File: src/rtl/est_pkg.sv
package est_pkg;

  typedef struct packed {
    logic first_erase;
    logic flood_boost;
    logic coll1_boost;
    logic coll3_raise;
    logic second_erase;
    logic front_mesh_set;
    logic mesh_pulse;
    logic unblank;
  } est_ctl_t;

  function automatic int est_width(input int max_value);
    return (max_value > 1) ? $clog2(max_value + 1) : 1;
  endfunction

endpackage

File: src/rtl/est_release_sync.sv
module est_release_sync (
  input  logic clk,
  input  logic rst_n,
  input  logic erase_req,
  output logic release_o
);

  logic [2:0] stage_q;
  logic [2:0] stage_n;

  always_comb begin
    stage_n = {stage_q[1:0], erase_req};
  end

  always_ff @(posedge clk or negedge rst_n) begin
    if (!rst_n) begin
      stage_q <= '0;
    end else begin
      stage_q <= stage_n;
    end
  end

  // stage_q[1] is the synchronised level, stage_q[2] its previous value
  assign release_o = stage_q[2] & ~stage_q[1];

endmodule

File: src/rtl/est_ms_timer.sv
module est_ms_timer #(
  parameter int TICKS_PER_MS = 1000,
  parameter int MS_MAX       = 1600,
  parameter int MSW          = est_pkg::est_width(MS_MAX)
) (
  input  logic           clk,
  input  logic           rst_n,
  input  logic           tick,
  input  logic           restart,
  output logic           running_o,
  output logic [MSW-1:0] ms_o,
  output logic           ms_step_o
);

  localparam int TW = (TICKS_PER_MS > 1) ? $clog2(TICKS_PER_MS) : 1;
  localparam logic [TW-1:0]  TC_LAST = TW'(TICKS_PER_MS - 1);
  localparam logic [MSW-1:0] MS_SAT  = MSW'(MS_MAX);

  logic           run_q, run_n;
  logic [TW-1:0]  tc_q, tc_n;
  logic [MSW-1:0] ms_q, ms_n;
  logic           advance;

  assign advance   = !restart && tick && run_q && (ms_q != MS_SAT);
  assign ms_step_o = advance && (tc_q == TC_LAST);

  always_comb begin
    run_n = run_q;
    tc_n  = tc_q;
    ms_n  = ms_q;
    if (restart) begin
      run_n = 1'b1;
      tc_n  = '0;
      ms_n  = '0;
    end else if (advance) begin
      if (tc_q == TC_LAST) begin
        tc_n = '0;
        ms_n = ms_q + MSW'(1);
      end else begin
        tc_n = tc_q + TW'(1);
      end
    end
  end

  always_ff @(posedge clk or negedge rst_n) begin
    if (!rst_n) begin
      run_q <= 1'b0;
      tc_q  <= '0;
      ms_q  <= '0;
    end else begin
      run_q <= run_n;
      tc_q  <= tc_n;
      ms_q  <= ms_n;
    end
  end

  assign running_o = run_q;
  assign ms_o      = ms_q;

endmodule

File: src/rtl/est_burst_gen.sv
module est_burst_gen #(
  parameter int PERIOD = 6667,
  parameter int HIGH   = 5
) (
  input  logic clk,
  input  logic rst_n,
  input  logic tick,
  input  logic arm,
  output logic pulse_o
);

  localparam int PW = est_pkg::est_width(PERIOD - 1);
  localparam logic [PW-1:0] PH_LAST = PW'(PERIOD - 1);
  localparam logic [PW-1:0] PH_HIGH = PW'(HIGH);

  logic [PW-1:0] phase_q, phase_n;

  always_comb begin
    phase_n = phase_q;
    if (!arm) begin
      phase_n = '0;
    end else if (tick) begin
      phase_n = (phase_q == PH_LAST) ? '0 : phase_q + PW'(1);
    end
  end

  always_ff @(posedge clk or negedge rst_n) begin
    if (!rst_n) begin
      phase_q <= '0;
    end else begin
      phase_q <= phase_n;
    end
  end

  assign pulse_o = arm && (phase_q < PH_HIGH);

endmodule

File: src/rtl/est_erase_seq.sv
module est_erase_seq #(
  parameter int TICKS_PER_MS = 1000,
  parameter int T_FIRST      = 100,
  parameter int T_BOOST      = 600,
  parameter int T_MESH       = 900,
  parameter int T_SECOND_END = 1500,
  parameter int T_UNBLANK    = 1600,
  parameter int BURST_PERIOD = 6667,
  parameter int BURST_HIGH   = 5
) (
  input  logic clk,
  input  logic rst_n,
  input  logic tick,
  input  logic erase_req,
  input  logic fast_mode,
  input  logic sweep_start,
  output logic first_erase_o,
  output logic flood_boost_o,
  output logic coll1_boost_o,
  output logic coll3_raise_o,
  output logic second_erase_o,
  output logic front_mesh_set_o,
  output logic mesh_pulse_o,
  output logic unblank_o
);

  import est_pkg::*;

  localparam int MSW = est_width(T_UNBLANK);
  localparam logic [MSW-1:0] MS_FIRST    = MSW'(T_FIRST);
  localparam logic [MSW-1:0] MS_BOOST    = MSW'(T_BOOST);
  localparam logic [MSW-1:0] MS_SEC_END  = MSW'(T_SECOND_END);
  localparam logic [MSW-1:0] MS_UNBLANK  = MSW'(T_UNBLANK);
  localparam logic [MSW-1:0] PRE_BOOST   = MSW'(T_BOOST - 1);
  localparam logic [MSW-1:0] PRE_MESH    = MSW'(T_MESH - 1);
  localparam logic [MSW-1:0] PRE_SEC_END = MSW'(T_SECOND_END - 1);

  logic           restart;
  logic           running;
  logic [MSW-1:0] ms;
  logic           ms_step;
  logic           burst_pulse;

  logic coll3_q, coll3_n;
  logic arm_q, arm_n;
  logic fset_q, fset_n;

  est_ctl_t ctl;

  est_release_sync u_sync (
    .clk       (clk),
    .rst_n     (rst_n),
    .erase_req (erase_req),
    .release_o (restart)
  );

  est_ms_timer #(
    .TICKS_PER_MS (TICKS_PER_MS),
    .MS_MAX       (T_UNBLANK),
    .MSW          (MSW)
  ) u_timer (
    .clk       (clk),
    .rst_n     (rst_n),
    .tick      (tick),
    .restart   (restart),
    .running_o (running),
    .ms_o      (ms),
    .ms_step_o (ms_step)
  );

  est_burst_gen #(
    .PERIOD (BURST_PERIOD),
    .HIGH   (BURST_HIGH)
  ) u_burst (
    .clk     (clk),
    .rst_n   (rst_n),
    .tick    (tick),
    .arm     (arm_q),
    .pulse_o (burst_pulse)
  );

  // Flags that capture the fast-mode level at a window boundary
  always_comb begin
    coll3_n = coll3_q;
    arm_n   = arm_q;
    fset_n  = fset_q;
    if (restart) begin
      coll3_n = 1'b0;
      arm_n   = 1'b0;
      fset_n  = 1'b0;
    end else begin
      if (ms_step && (ms == PRE_BOOST))   coll3_n = fast_mode;
      if (ms_step && (ms == PRE_MESH))    arm_n   = fast_mode;
      if (ms_step && (ms == PRE_SEC_END)) fset_n  = fast_mode;
      if (sweep_start) begin
        arm_n  = 1'b0;
        fset_n = 1'b0;
      end
    end
  end

  always_ff @(posedge clk or negedge rst_n) begin
    if (!rst_n) begin
      coll3_q <= 1'b0;
      arm_q   <= 1'b0;
      fset_q  <= 1'b0;
    end else begin
      coll3_q <= coll3_n;
      arm_q   <= arm_n;
      fset_q  <= fset_n;
    end
  end

  always_comb begin
    ctl.first_erase    = running && (ms < MS_FIRST);
    ctl.flood_boost    = running && (ms < MS_BOOST);
    ctl.coll1_boost    = running && (ms < MS_BOOST);
    ctl.coll3_raise    = coll3_q;
    ctl.second_erase   = running && fast_mode && (ms >= MS_BOOST) && (ms < MS_SEC_END);
    ctl.front_mesh_set = fset_q;
    ctl.mesh_pulse     = burst_pulse;
    ctl.unblank        = running && fast_mode && (ms >= MS_UNBLANK);
  end

  assign first_erase_o    = ctl.first_erase;
  assign flood_boost_o    = ctl.flood_boost;
  assign coll1_boost_o    = ctl.coll1_boost;
  assign coll3_raise_o    = ctl.coll3_raise;
  assign second_erase_o   = ctl.second_erase;
  assign front_mesh_set_o = ctl.front_mesh_set;
  assign mesh_pulse_o     = ctl.mesh_pulse;
  assign unblank_o        = ctl.unblank;

endmodule

File: config.mk
export PLATFORM = sky130hd
export DESIGN_NAME = est_erase_seq
export DESIGN_NICKNAME = d
export VERILOG_FILES = /design/src/rtl/est_pkg.sv /design/src/rtl/est_release_sync.sv /design/src/rtl/est_ms_timer.sv /design/src/rtl/est_burst_gen.sv /design/src/rtl/est_erase_seq.sv
export SDC_FILE = /design/constraint.sdc
export NUM_CORES = 1
export LEC_CHECK = 0
export BUFFER_PORTS_ARGS = -buffer_cell sky130_fd_sc_hd__buf_2
export CORE_ASPECT_RATIO = 0.6
export CORE_MARGIN = 2
export CORE_UTILIZATION = 56
export DETAILED_ROUTE_END_ITERATION = 8
export PLACE_DENSITY = 0.73
export RECOVER_POWER = 100
export SYNTH_ARGS = -nofsm -noshare
export SYNTH_HDL_FRONTEND = slang
export SYNTH_HIERARCHICAL = 1
export SYNTH_SLANG_ARGS = --single-unit
export TNS_END_PERCENT = 10
File: constraint.sdc
create_clock -name clk -period 3.34 [get_ports clk]
set_input_delay 0.334 -clock clk [delete_from_list [all_inputs] [get_ports clk]]
set_output_delay 0.334 -clock clk [all_outputs]
set_load 0.005 [all_outputs]
==> reports/metrics.csv, run 1 <==
stage,metric,value,unit
routing,routed wire length,6050,microns
yosys,syn_nets,283,
critical_path,crit start category,flop,
place,placed cell area,0.00262,sq mm
routing,Wirelength per Cell,17.5,microns
routing,Detail Route Antenna Nets,0,
yosys,Synth Area in XOR/XNOR,2.43,%
sta,Tmin final,2.43,ns
sta,Peak Freq,0.412,GHz
sta,"Hold Vio Cnt, Final",0,
critical_path,crit path kind,flop to flop,
outcome,run status,"finished, violations left",
sta,clk_skew,0.00698,ns
layout,post-route cell area,0.00266,sq mm
cts,setup bufs post-CTS,0,
place,port bufs,13,
critical_path,"Arr. time, crit path",2.61,ns
yosys,Synth Area in Adders,2.48,%
yosys,Post-synth EDFFs,0,
yosys,Ys Warns,6,
place,Post-Place Cells,338,
yosys,Synth Flop Type,dfrtp_1,
floorplanning,Core ar.,0.00421,sq mm
min_path,hold path depth,1,
yosys,synthesized cell area,0.00252,sq mm
routing,DR DRC count,0,
yosys,sequential cell area fraction in the yosys report,40.7,%
outcome,violated checks,"max-capacitance violations, max-slew violations",
yosys,post-synthesis compound-gate area fraction,16.2,%
sta,Hold WS,0.158,ns
yosys,largest family of logic cells by synthesized area,simple AND/OR/NAND/NOR gates,
yosys,synthesized area per cell,9.26,sq um
critical_path,reg2reg start,u_timer/ms_o[6],
yosys,Post-Synth Simple-Gate Area,33.3,%
yosys,Yosys cell types,57,
power_and_ir_drop,Max VDD drop,0.237,mV
sta,Slew @ Worst Pin,2.21,ns
min_path,HP Class,input pin to flop,
layout,Final Net Count,296,
sta,Slew Limit Fails,42,
cts,post_cts resized,0,
cts,Num CTS Buffers,5,
floorplanning,Initial Util,59.8,%
cts,hold bufs inserted after CTS,0,
power_and_ir_drop,Leak,1.03,nW
grt,grt total ovfl,0,
layout,Syn-to-layout area delta,5.56,%
grt,GRT Total Usage,25.3,%
routing,via/cell ratio,6.55,
critical_path,WP data required,3.52,ns
critical_path,CP endpoint kind,flop,
place,gp weighted congestion,0.922,
power_and_ir_drop,Design Power,0.900,mW
floorplanning,DIE HEIGHT,56.0,microns
place,DP HPWL,4230,microns
layout,layout cell share with drive strength beyond 1,9.47,%
critical_path,Worst Reg2Reg Path Length in Cells,5,
min_path,Hold Crit Start,erase_req,
cts,H-tree depth,2,
grt,initial antenna violation count,0,
floorplanning,Rows,18,
yosys,Post-Syn Instances,272,
yosys,Yosys reg bits,41,
floorplanning,die extent in x,90.6,microns
min_path,Hold EP,u_sync/stage_q[0],
grt,pin count of the biggest net entering global routing,42,
layout,Layout Cells excl Fill,345,
cts,Worst-path clk slew,0.08,ns
routing,Initial DRC Count,227,
sta,Rel. slew slack,-47.1,%
run,Max-cap violations,1,
cts,Longest Clk Path Bufs,2,
layout,number of diodes,0,
floorplanning,total I/O pin count,14,
sta,RSZ-0062 raised after global routing,no,
power_and_ir_drop,PD cells,339,mW/mm^2
floorplanning,full die area,0.00507,sq mm
sta,Tcrit/Tclk final,72.7,%
cts,CTS tree,yes,
critical_path,critical path peak fanout,22,
grt,number of global-route vias before repair,1961,
critical_path,R2R setup slack,0.91,ns
cts,clk_lat worst skew,0.28,ns
routing,total iterations of the first detailed-routing run,5,
yosys,share of flip-flops with an asynchronous set or reset,100,%
yosys,mux cell area share after synthesis,1.19,%
routing,vias,2261,
cts,TritonCTS Sinks,41,
sta,Fin Setup TNS,0,ns
grt,first-pass GRT wire length,10300,microns
cts,root buf cell,clkbuf_8,
critical_path,r2r endpoint,u_timer/tc_q[3],
sta,Final setup viols,0,
==> how the worst max path moves through the flow <==
stage / startpoint / endpoint / slack, ns / cells past startpoint
global route: u_timer/ms_o[6] / u_timer/tc_q[2] / 0.65 / 5
global placement: u_timer/ms_o[0] / front_mesh_set_o / 1.19 / 7
CTS: u_timer/ms_o[6] / front_mesh_set_o / 1.06 / 6
floorplan: u_timer/tc_q[0] / front_mesh_set_o / 1.17 / 9
detailed placement: u_timer/ms_o[6] / front_mesh_set_o / 1.09 / 6
finish: u_timer/ms_o[6] / u_timer/tc_q[3] / 0.91 / 5
==> worst max-delay path, stage by stage (launching register included) <==
cell	delay, ns
dfrtp_1	0.56
nor4b_1	0.39
a41o_1	0.66
clkbuf_1	0.40
a21oi_1	0.08
o32ai_1	0.24
==> logic make-up after synthesis <==
group,Yosys count
multiplexers,3
flip-flops,41
buffers and inverters,18
XOR/XNOR,7
AND/OR/NAND/NOR,137
adder cells (fa/ha/maj),5
AO/OA/AOI/OAI,61
==> cell usage after synthesis, types with 3 or more instances <==
library cell / number / area (sq um)
and3_1: 3 / 18.8
xor2_1: 3 / 26.3
xnor2_1: 4 / 35.0
mux2i_1: 3 / 30.0
nand3_1: 14 / 70.1
o31ai_1: 12 / 90.1
inv_1: 7 / 26.3
nand2_1: 28 / 105
a32oi_1: 3 / 26.3
buf_2: 3 / 15.0
o32ai_1: 3 / 26.3
or4_1: 8 / 60.1
nand4_1: 11 / 68.8
o21ai_0: 9 / 45.0
nor3_1: 3 / 15.0
dfrtp_1: 41 / 1030
nor4_1: 7 / 43.8
nor4b_1: 4 / 35.0
a21oi_1: 20 / 100
nor2_1: 20 / 75.1
nand2b_1: 5 / 31.3
or3_1: 6 / 37.5
ha_1: 5 / 62.6
clkbuf_1: 4 / 15.0
or2_2: 5 / 31.3
==> cell usage in the layout (no fill, tap or decap), types with 5 or more instances in the layout <==
| master | netlist | layout |
|---|---|---|
| inv_1 | 7 | 7 |
| o31ai_1 | 12 | 12 |
| or4_1 | 8 | 9 |
| nand4_1 | 11 | 11 |
| nor2_1 | 20 | 20 |
| clkbuf_8 | 0 | 6 |
| nand2_1 | 28 | 28 |
| a21oi_1 | 20 | 20 |
| nand3_1 | 14 | 14 |
| nand2b_1 | 5 | 5 |
| o21ai_0 | 9 | 9 |
| or3_1 | 6 | 6 |
| clkbuf_1 | 4 | 9 |
| nor4_1 | 7 | 10 |
| or2_2 | 5 | 5 |
| buf_2 | 3 | 6 |
| dfrtp_1 | 41 | 41 |
| ha_1 | 5 | 5 |
==> metrics by stage <==
step | utilization, % | setup WS, ns
2_1_floorplan | - | 1.17
3_3_place_gp | 62.3 | 1.19
3_5_place_dp | 62.3 | 1.09
4_1_cts | 64.3 | 1.06
5_1_grt | 63.2 | 0.647
6_report | 63.2 | 0.911
==> flip-flops by register name, summed over array words and instances, names as in the netlist <==
register / cells
arm_q: 1
coll3_raise_o: 1
front_mesh_set_o: 1
u_burst/phase_q: 13
u_sync/stage_q: 3
u_timer/ms_o: 11
u_timer/running_o: 1
u_timer/tc_q: 10
==> power breakdown <==
| part | switching (mW) | total, mW | internal (mW) |
|---|---|---|---|
| combinational | 0.0372 | 0.0542 | 0.0170 |
| clock | 0.158 | 0.322 | 0.164 |
| sequential | 0.0180 | 0.524 | 0.506 |
==> metal layers <==
metal	global-route usage, %	share of wire, %	vias to the layer above
met4	3.52	0.25	0
li1	-	-	1057
met1	42.8	52	1090
met2	31.6	38	112
met3	6.91	9.6	2
met5	0	0	-
==> final cells by class <==
type                       instances  area (sq um)
sequential                        41          1030
inverter                           7          26.3
timing repair buffer              17          77.6
tap                               60          75.1
fill                             367          1550
multi-input combinational        213          1370
clock buffer                       7          86.3
Power figures use the tool's default switching activity.
==> inputs of run 2 (changes only) <==
Clock period 3.34 ns to 2.3 ns, I/O delays scaled along.
==> run 2 against run 1 <==
The run now ends clean. Die area stayed put. Clock power is 44% higher. Power is 45% higher. Routed wire length is 0.88% higher. Worst setup slack worse by 0.81 ns. Global-route usage hardly changed. Critical path type unchanged. Critical endpoint is now u_burst/phase_q[7].
==> reports/metrics.csv, run 2 (same netlist as run 1, synthesis figures left out) <==
stage,metric,value,unit
floorplanning,total I/O pin count,14,
layout,most frequent cells in the layout,"dfrtp_1, nand2_1, nor2_1, a21oi_1, nand3_1",
sta,Tcrit/Tclk final,95.7,%
routing,Initial DRC Count,147,
sta,clk_skew,0.00991,ns
critical_path,r2r endpoint,u_burst/phase_q[7],
sta,Slew Limit Fails,0,
cts,Num CTS Buffers,5,
cts,hold bufs inserted after CTS,0,
floorplanning,Core ar.,0.00421,sq mm
cts,setup bufs post-CTS,0,
layout,Fillers,379,
floorplanning,die extent in x,90.6,microns
cts,Worst-path clk slew,0.08,ns
grt,number of global-route vias before repair,2013,
min_path,HP Class,input pin to flop,
cts,H-tree depth,2,
routing,vias,2233,
critical_path,CP endpoint kind,flop,
grt,pin count of the biggest net entering global routing,42,
sta,Final setup viols,0,
layout,Syn-to-layout area delta,7.80,%
min_path,hold path depth,1,
place,gp weighted congestion,0.913,
sta,Peak Freq,0.454,GHz
power_and_ir_drop,Max VDD drop,0.254,mV
floorplanning,DIE HEIGHT,56.0,microns
cts,CTS tree,yes,
sta,Tmin final,2.20,ns
critical_path,crit path kind,flop to flop,
place,DP HPWL,4320,microns
grt,first-pass GRT wire length,10100,microns
min_path,Hold Crit Start,erase_req,
sta,"Hold Vio Cnt, Final",0,
critical_path,reg2reg start,u_burst/phase_q[6],
sta,Rel. slew slack,21.9,%
layout,Final Net Count,303,
layout,max reg flops,13,
critical_path,crit start category,flop,
layout,layout cell share with drive strength beyond 1,13.7,%
power_and_ir_drop,Leak,1.07,nW
grt,grt total ovfl,0,
layout,Reg with most FFs,u_burst/phase_q,
grt,initial antenna violation count,0,
critical_path,R2R setup slack,0.1,ns
cts,Longest Clk Path Bufs,2,
routing,total iterations of the first detailed-routing run,4,
min_path,Hold EP,u_sync/stage_q[0],
outcome,run status,finished clean,
sta,Fin Setup TNS,0,ns
critical_path,critical path peak fanout,7,
cts,TritonCTS Sinks,41,
critical_path,WP data required,2.48,ns
floorplanning,Initial Util,59.8,%
place,port bufs,13,
cts,clk_lat worst skew,0.30,ns
critical_path,"Arr. time, crit path",2.38,ns
grt,GRT Total Usage,25.3,%
layout,number of diodes,0,
sta,Slew @ Worst Pin,1.17,ns
sta,RSZ-0062 raised after global routing,no,
routing,Detail Route Antenna Nets,0,
floorplanning,full die area,0.00507,sq mm
floorplanning,Rows,18,
routing,Wirelength per Cell,17.3,microns
power_and_ir_drop,Design Power,1.30,mW
routing,via/cell ratio,6.33,
run,Max-cap violations,0,
layout,"commonest non-fill, non-tap cell in the layout",dfrtp_1,
critical_path,Worst Reg2Reg Path Length in Cells,4,
place,placed cell area,0.00268,sq mm
cts,post_cts resized,0,
cts,root buf cell,clkbuf_8,
power_and_ir_drop,PD cells,480,mW/mm^2
routing,DR DRC count,0,
layout,post-route cell area,0.00272,sq mm
routing,routed wire length,6100,microns
==> run 2: changes by cell type in the layout (fill, tap and decap cells not counted) <==
| cell | previous run | this run |
|---|---|---|
| buf_2 | 6 | 7 |
| clkbuf_1 | 9 | 6 |
| nand4_2 | 1 | 0 |
| a21bo_1 | 1 | 0 |
| or4_1 | 9 | 8 |
| a21bo_2 | 0 | 1 |
| nor4_2 | 0 | 1 |
| clkinv_2 | 0 | 2 |
| buf_4 | 1 | 8 |
| nand4_1 | 11 | 12 |
| clkbuf_8 | 6 | 5 |
| clkbuf_2 | 2 | 4 |
| or4_4 | 0 | 1 |
| nor4_1 | 10 | 9 |
==> run 2: worst max-delay path by stage <==
stage | startpoint | to | slack [ns]
final | u_burst/phase_q[6] | u_burst/phase_q[7] | 0.1
after global routing | u_timer/tc_q[0] | front_mesh_set_o | 0.03
after CTS | u_timer/tc_q[0] | u_timer/ms_o[8] | 0.20
after detailed placement | u_timer/tc_q[0] | u_timer/ms_o[8] | 0.25
after global placement | u_timer/tc_q[0] | front_mesh_set_o | 0.39
after floorplan | u_timer/tc_q[0] | front_mesh_set_o | 0.13
==> run 2: worst max-delay path, stage by stage, from the launching register on <==
cell,delay [ns]
dfrtp_1,0.45
or4_4,0.54
nor4_1,0.69
a21bo_2,0.34
nor2_1,0.07
==> run 2: cell type report <==
type | count | area (sq um) | share of cell area (%)
clock buffer | 6 | 72.6 | 2.67
clock inverter | 2 | 10.0 | 0.368
tap | 60 | 75.1 | 2.76
inverter | 7 | 26.3 | 0.967
timing repair buffer | 24 | 134 | 4.93
sequential | 41 | 1030 | 37.8
multi-input combinational | 213 | 1370 | 50.5
==> run 2: metal layers <==
| layer | vias to the layer above | global-route usage [%] | wire length [microns] |
|---|---|---|---|
| met5 | - | 0 | 0 |
| met4 | 0 | 5.27 | 15 |
| met3 | 2 | 6.10 | 457 |
| met2 | 86 | 31.3 | 2300 |
| met1 | 1075 | 42.7 | 3330 |
| li1 | 1070 | - | - |
==> run 2: power breakdown <==
part / switching, mW / leakage (nW) / internal (mW) / total [mW]
clock network: 0.253 / 0.0450 / 0.211 / 0.464
logic: 0.0552 / 0.470 / 0.0266 / 0.0818
registers: 0.0242 / 0.556 / 0.734 / 0.759
total: 0.333 / 1.07 / 0.972 / 1.30
==> run 2: per-stage QoR <==
step	std cells	worst slack (ns)	hold slack, ns	util [%]
after floorplan	272	0.134	-0.0656	-
after global placement	345	0.386	0.342	63.5
after detailed placement	345	0.245	0.342	63.5
after CTS	353	0.196	0.0484	65.5
after global routing	353	0.0306	0.0419	64.5
final	353	0.0990	0.0500	64.5
